[src/rtl/rx_ring_dma.sv]
module rx_ring_dma #(
  parameter int RINGS   = 4,
  parameter int LW      = 16,
  parameter int GW      = 8,
  parameter int DW      = 16,
  parameter int OWN_BIT = 31
)(
  input  logic          clk,
  input  logic          rst_n,
  input  logic          frm_valid,
  input  logic [LW-1:0] frm_len,
  output logic [LW-1:0] frm_byte_idx,
  input  logic [7:0]    frm_byte,
  output logic          frm_done,
  output logic          frm_drop,
  output logic          mem_req,
  output logic          mem_we,
  output logic [31:0]   mem_addr,
  output logic [3:0]    mem_be,
  output logic [31:0]   mem_wdata,
  input  logic          mem_ready,
  input  logic [31:0]   mem_rdata,
  input  logic          reg_we,
  input  logic [7:0]    reg_addr,
  input  logic [31:0]   reg_wdata,
  output logic [31:0]   reg_rdata,
  output logic          irq
);
  localparam int RW = (RINGS > 1) ? $clog2(RINGS) : 1;
  localparam logic [7:0] HEAD_BASE = 8'h10;
  localparam logic [7:0] CUR_BASE  = 8'(16 + 4 * RINGS);

  typedef enum logic [2:0] {S_IDLE, S_SEL, S_RD, S_CHK, S_WRB, S_WB, S_DONE} st_t;

  st_t           st;
  logic [RW-1:0] ring;
  logic [1:0]    widx;
  logic [31:0]   dptr, d_cs, d_buf, d_next;
  logic [15:0]   d_bsz;
  logic [LW-1:0] len_r, bcnt;
  logic [GW-1:0] gap_r;
  logic [DW-1:0] drops;
  logic          cause, mask, drop_r;
  logic [31:0]   hd_q  [RINGS];
  logic [31:0]   cur_q [RINGS];

  wire        last_ring = (ring == RW'(RINGS - 1));
  wire        usable    = d_cs[OWN_BIT] && (d_bsz >= 16'(len_r));
  wire [15:0] cnt_field = 16'(len_r) + 16'(gap_r);
  wire [31:0] byte_addr = d_buf + 32'(gap_r) + 32'(bcnt);
  wire [31:0] desc_addr = dptr + {28'd0, widx, 2'b00};

  assign mem_req      = (st == S_RD) || (st == S_WRB) || (st == S_WB);
  assign mem_we       = (st == S_WRB) || (st == S_WB);
  assign mem_addr     = (st == S_WRB) ? {byte_addr[31:2], 2'b00} : desc_addr;
  assign mem_be       = (st == S_WRB) ? (4'b0001 << byte_addr[1:0]) : 4'hF;
  assign frm_byte_idx = bcnt;
  assign frm_done     = (st == S_DONE);
  assign frm_drop     = drop_r;
  assign irq          = cause & mask;

  always_comb begin
    mem_wdata = '0;
    if (st == S_WRB) mem_wdata = {4{frm_byte}};
    else if (st == S_WB) begin
      case (widx)
        2'd0: mem_wdata = d_cs & ~(32'd1 << OWN_BIT);
        2'd1: mem_wdata = {d_bsz, cnt_field};
        2'd2: mem_wdata = d_buf;
        2'd3: mem_wdata = d_next;
      endcase
    end
  end

  always_comb begin
    reg_rdata = '0;
    case (reg_addr)
      8'h00:   reg_rdata = {31'd0, cause};
      8'h04:   reg_rdata = {31'd0, mask};
      8'h08:   reg_rdata = 32'(gap_r);
      8'h0C:   reg_rdata = 32'(drops);
      default: reg_rdata = '0;
    endcase
    for (int i = 0; i < RINGS; i++) begin
      if (reg_addr == HEAD_BASE + 8'(4 * i)) reg_rdata = hd_q[i];
      if (reg_addr == CUR_BASE  + 8'(4 * i)) reg_rdata = cur_q[i];
    end
  end

  always_ff @(posedge clk or negedge rst_n) begin
    if (!rst_n) begin
      st     <= S_IDLE;
      ring   <= '0;
      widx   <= '0;
      dptr   <= '0;
      d_cs   <= '0;
      d_bsz  <= '0;
      d_buf  <= '0;
      d_next <= '0;
      len_r  <= '0;
      bcnt   <= '0;
      gap_r  <= '0;
      drops  <= '0;
      cause  <= 1'b0;
      mask   <= 1'b0;
      drop_r <= 1'b0;
      for (int i = 0; i < RINGS; i++) begin
        hd_q[i]  <= '0;
        cur_q[i] <= '0;
      end
    end else begin
      if (reg_we && reg_addr == 8'h00 && reg_wdata[0]) cause <= 1'b0;
      if (reg_we && reg_addr == 8'h04) mask  <= reg_wdata[0];
      if (reg_we && reg_addr == 8'h08) gap_r <= reg_wdata[GW-1:0];

      case (st)
        S_IDLE: if (frm_valid) begin
          len_r  <= frm_len;
          ring   <= '0;
          drop_r <= 1'b0;
          st     <= S_SEL;
        end
        S_SEL: begin
          if (cur_q[ring] == 32'd0) begin
            if (last_ring) begin
              drop_r <= 1'b1;
              drops  <= drops + DW'(1);
              st     <= S_DONE;
            end else begin
              ring <= ring + RW'(1);
              st   <= S_SEL;
            end
          end else begin
            dptr <= cur_q[ring];
            widx <= '0;
            st   <= S_RD;
          end
        end
        S_RD: if (mem_ready) begin
          case (widx)
            2'd0: d_cs   <= mem_rdata;
            2'd1: d_bsz  <= mem_rdata[31:16];
            2'd2: d_buf  <= mem_rdata;
            2'd3: d_next <= mem_rdata;
          endcase
          widx <= widx + 2'd1;
          if (widx == 2'd3) st <= S_CHK;
        end
        S_CHK: begin
          if (usable) begin
            bcnt <= '0;
            widx <= '0;
            st   <= (len_r == '0) ? S_WB : S_WRB;
          end else if (d_next == hd_q[ring]) begin
            if (last_ring) begin
              drop_r <= 1'b1;
              drops  <= drops + DW'(1);
              st     <= S_DONE;
            end else begin
              ring <= ring + RW'(1);
              st   <= S_SEL;
            end
          end else begin
            dptr <= d_next;
            widx <= '0;
            st   <= S_RD;
          end
        end
        S_WRB: if (mem_ready) begin
          if (bcnt == len_r - LW'(1)) begin
            widx <= '0;
            st   <= S_WB;
          end else begin
            bcnt <= bcnt + LW'(1);
          end
        end
        S_WB: if (mem_ready) begin
          widx <= widx + 2'd1;
          if (widx == 2'd3) begin
            cur_q[ring] <= d_next;
            cause       <= 1'b1;
            st          <= S_DONE;
          end
        end
        S_DONE: st <= S_IDLE;
        default: st <= S_IDLE;
      endcase

      for (int i = 0; i < RINGS; i++) begin
        if (reg_we && reg_addr == HEAD_BASE + 8'(4 * i)) begin
          hd_q[i]  <= reg_wdata;
          cur_q[i] <= reg_wdata;
        end
      end
    end
  end


  mem_hold_chk: assert property (@(posedge clk) disable iff (!rst_n)
    mem_req && !mem_ready |=> mem_req && $stable(mem_addr) && $stable(mem_we));


  done_pulse_chk: assert property (@(posedge clk) disable iff (!rst_n)
    frm_done |=> !frm_done);


  drop_cnt_chk: assert property (@(posedge clk) disable iff (!rst_n)
    !$stable(drops) |-> frm_done && frm_drop);


  cause_set_chk: assert property (@(posedge clk) disable iff (!rst_n)
    $rose(cause) |-> frm_done && !frm_drop);


  drop_nowrite_chk: assert property (@(posedge clk) disable iff (!rst_n)
    frm_done && frm_drop |-> $stable(cause) || !cause);
endmodule

[config.mk]
export PLATFORM = sky130hd
export DESIGN_NAME = rx_ring_dma
export DESIGN_NICKNAME = d
export VERILOG_FILES = /design/src/rtl/rx_ring_dma.sv
export SDC_FILE = /design/constraint.sdc
export NUM_CORES = 1
export LEC_CHECK = 0
export BUFFER_PORTS_ARGS = -buffer_cell sky130_fd_sc_hd__buf_2
export CAP_MARGIN = 20
export CORE_MARGIN = 2
export CORE_UTILIZATION = 45
export DETAILED_ROUTE_END_ITERATION = 10
export PLACE_DENSITY = 0.73
export SETUP_SLACK_MARGIN = 0.5
export SLEW_MARGIN = 10
export SYNTH_ARGS = -nofsm -noshare
export SYNTH_HDL_FRONTEND = slang
export SYNTH_SLANG_ARGS = --single-unit
[constraint.sdc]
create_clock -name clk -period 5.55 [get_ports clk]
set_input_delay 0 -clock clk [delete_from_list [all_inputs] [get_ports clk]]
set_output_delay 0 -clock clk [all_outputs]
set_load 0.005 [all_outputs]
==> impl_metrics.tcl <==
set metrics [dict create \
    hold_path_class "input pin to flop" \
    ys_seq_elements 466 \
    cts_sinks 466 \
    tns_ns 0 \
    worstSetupPathType "flop to output port" \
    synthFlopType "dfrtp_1" \
    fin_ws_ns 0.920 \
    track_usage_pct 31.3 \
    fin_skew_ns 0.0160 \
    slew_headroom_pct 23.0 \
    yosys.area.top_type "dfrtp_1" \
    grt_max_degree 173 \
    period_needed_ns 4.63 \
    htreeDepth 2 \
    root_buffer "clkbuf_16" \
    synth_edf_count 0 \
    die_area_sq_um 62600 \
    maxCapViolations 0 \
    status "completed" \
    hold_viol_final 0 \
    dpl.hpwl_um 68300 \
    power.share.sequential_pct 38.5 \
    syn_nets 2968 \
    worst_ep_required_time_ns 5.55 \
    die_x_um 250 \
    area_growth_pct 16.7 \
    ant_nets 0 \
    dpl_worst_slack_ns 1.35 \
    fin_crit_sh_pct 83.4 \
    syn_area_sq_um 27300 \
    met3_usage_pct 8.05 \
    switching_share_pct 39.2 \
    finalSetupViolations 0 \
    wl_per_cell_um 25.9 \
    ios 222 \
    start_util_pct 45.3 \
    ys_seq_area_share_pct 42.8 \
    tightest_slew_ns 1.14 \
    p_leak_nw 15.6 \
    place_congestion 0.984 \
    via_per_inst 6.38 \
    ff2ff_path_depth 8 \
    synthArstFlopShare_pct 100 \
    io_buffers 221 \
    start_kind "flop" \
    fmax_mhz 216 \
    grt_busiest_layer "met2" \
    nNetsFinal 3182 \
    vias 24400 \
    core-area_sq_um 60100 \
    regArea_sq_um 11700 \
    num_rows 90 \
    min_path_cells 5 \
    synth_top_area_share_pct 42.8 \
    post-cts-setup-buffers 0 \
    wirelength_um 99100 \
    cts_resized 0 \
    critPathCaptureType "output port" \
    rsz0062_at_grt "no" \
    antenna_found_initial 4 \
    clk_latency_ns 0.62 \
    combPwrFrac_pct 33.9 \
    clockPowerShare_pct 27.7 \
    ir_worst_vdd_mv 0.287 \
    clk_path_buf_depth 3 \
    synth.avg_cell_area_sq_um 9.76 \
    finalCoreUtilization_pct 52.9 \
    multi_input_area_sq_um 14700 \
    yosys_warnings 0 \
    drive_gt1_share_pct 19.5 \
    path_clk_slew_ns 0.07 \
    met2_usage_pct 48.0 \
    ys_types 82 \
    grt_pass1_vias 23700 \
    grt_pass1_wl_um 149000 \
    arrival_ns 4.63 \
    finalMaxSlewViolations 0 \
    tritoncts "yes" \
    die_h_um 250 \
    use_met1_pct 42.0 \
    p_sw_mw 5.20 \
    syn_inst 2794 \
    cts_buffers 51 \
    internal_power_mw 8.05 \
    timing.hold.ws_ns 0.0737 \
    fillers 5424 \
    first_iter_violations 3376 \
    powerDensity_nw_per_um2 416 \
    crit_fanout 15 \
    drc 0 \
    drt_first_pass_iters 9 \
    yosys-top-cells-area "dfrtp_1, nand2_1, mux2i_1, mux4_2, mux2_2" \
    grt_overflow 0 \
]
final timing paths:
path	start	endpoint	slack [ns]
max in group asynchronous	rst_n	ring[0]	3.95
worst min-delay path	reg_addr[0]	mask	0.07
worst min register to register	dptr[1]	dptr[1]	0.47
min in group asynchronous	rst_n	cur_q[57]	0.52
worst max register to register	ring[0]	drops[1]	1.30
worst max-delay path	frm_byte_idx[1]	mem_addr[19]	0.92
Yosys cell counts, drive strengths merged, types with 16 or more instances:
| library cell | n |
|---|---|
| nand2 | 568 |
| dfrtp | 466 |
| o21ai | 243 |
| clkbuf | 166 |
| mux2i | 161 |
| mux2 | 123 |
| xnor2 | 97 |
| a21oi | 93 |
| nor2 | 87 |
| nand3 | 65 |
| mux4 | 64 |
| ha | 62 |
| inv | 54 |
| a222oi | 48 |
| a22oi | 37 |
| buf | 37 |
| nor3 | 36 |
| a31oi | 32 |
| nand4 | 31 |
| o211ai | 31 |
| and3 | 28 |
| xor2 | 22 |
| or4 | 21 |
| a221oi | 19 |
| nor4 | 19 |
| a21o | 18 |
| a221o | 16 |
state kept, by name, summed over array words and instances, names as in the netlist, 16 cells and up:
| signal | flops |
|---|---|
| len_r | 16 |
| dptr | 32 |
| d_cs | 32 |
| d_next | 32 |
| frm_byte_idx | 16 |
| cur_q | 128 |
| d_buf | 32 |
| hd_q | 128 |
| d_bsz | 16 |
| drops | 16 |
layer usage:
layer | part of all wire (%) | vias up
li1 | - | 10600
met1 | 38 | 11900
met2 | 44 | 1610
met3 | 12 | 301
met4 | 5.0 | 6
met5 | 0.040 | -
stage by stage:
| step | total power [mW] | instance area (sq um) | cells |
|---|---|---|---|
| 2_1_floorplan | 7.62 | 27300 | 2794 |
| 3_3_place_gp | 9.29 | 29100 | 3643 |
| 3_5_place_dp | 9.39 | 29100 | 3643 |
| 4_1_cts | 13.1 | 31800 | 3825 |
| 5_1_grt | 13.8 | 31800 | 3827 |
| 6_report | 13.3 | 31800 | 3828 |
kinds of logic (layout without fill, tap and decap cells):
family	after synthesis	after routing	synth area share, %
xor+xnor	119	119	3.82
buf+inv	260	511	3.77
flops	466	466	42.8
fa+ha+maj	73	73	3.65
mux	348	348	16.3
other cells	0	1	0
simple gates	907	907	14.8
compound gates	621	621	14.9
critical path, stage by stage (launching register included):
cell	delay (ns)
dfrtp_1	0.48
fa_1	0.57
ha_1	0.21
inv_1	0.07
fa_1	0.40
nor2b_1	0.12
o21ai_0	0.11
a21oi_1	0.27
o211ai_1	0.19
a31oi_1	0.40
a221oi_1	0.14
buf_4	0.21
or3_1	0.31
a31oi_1	0.35
buf_2	0.19
power by group through the flow:
stage | registers (mW) | logic [mW] | clock network (mW)
after detailed placement | 5.09 | 4.29 | 0
after global routing | 5.16 | 4.82 | 3.84
after global placement | 5.07 | 4.21 | 0
after floorplan | 4.42 | 3.19 | 0
final | 5.09 | 4.49 | 3.67
after CTS | 5.04 | 4.38 | 3.68
layout by cell type, fill, tap and decap left out, types with 37 or more instances in the layout:
master | Yosys | layout
mux2i_1 | 161 | 161
inv_1 | 53 | 53
ha_1 | 62 | 61
nand3_1 | 63 | 63
a21oi_1 | 93 | 93
mux4_2 | 64 | 64
dfrtp_1 | 466 | 464
buf_2 | 10 | 220
dlygate4sd3_1 | 0 | 91
a22oi_1 | 37 | 37
clkbuf_16 | 0 | 51
nand2_1 | 568 | 559
a222oi_1 | 48 | 48
mux2_2 | 123 | 123
nor2_1 | 87 | 80
buf_4 | 3 | 44
xnor2_1 | 97 | 97
o21ai_0 | 242 | 242
repair_timing:
item / CTS / global route
endpoints found under the hold margin: 755 / 0
endpoints found under the setup margin: 0 / 0
hold buffers: 92 / 0
cell type report:
cell class              count  share of cell area (%)
clock inverters            27                    1.12
repair buffers            364                    7.98
well taps                 782                    3.07
clock buffers              63                    4.47
diodes                      1                 0.00786
inverters                  57                   0.672
flip-flops and latches    466                    36.7
multi-input cells        2068                    46.0
Power figures use the tool's default switching activity.
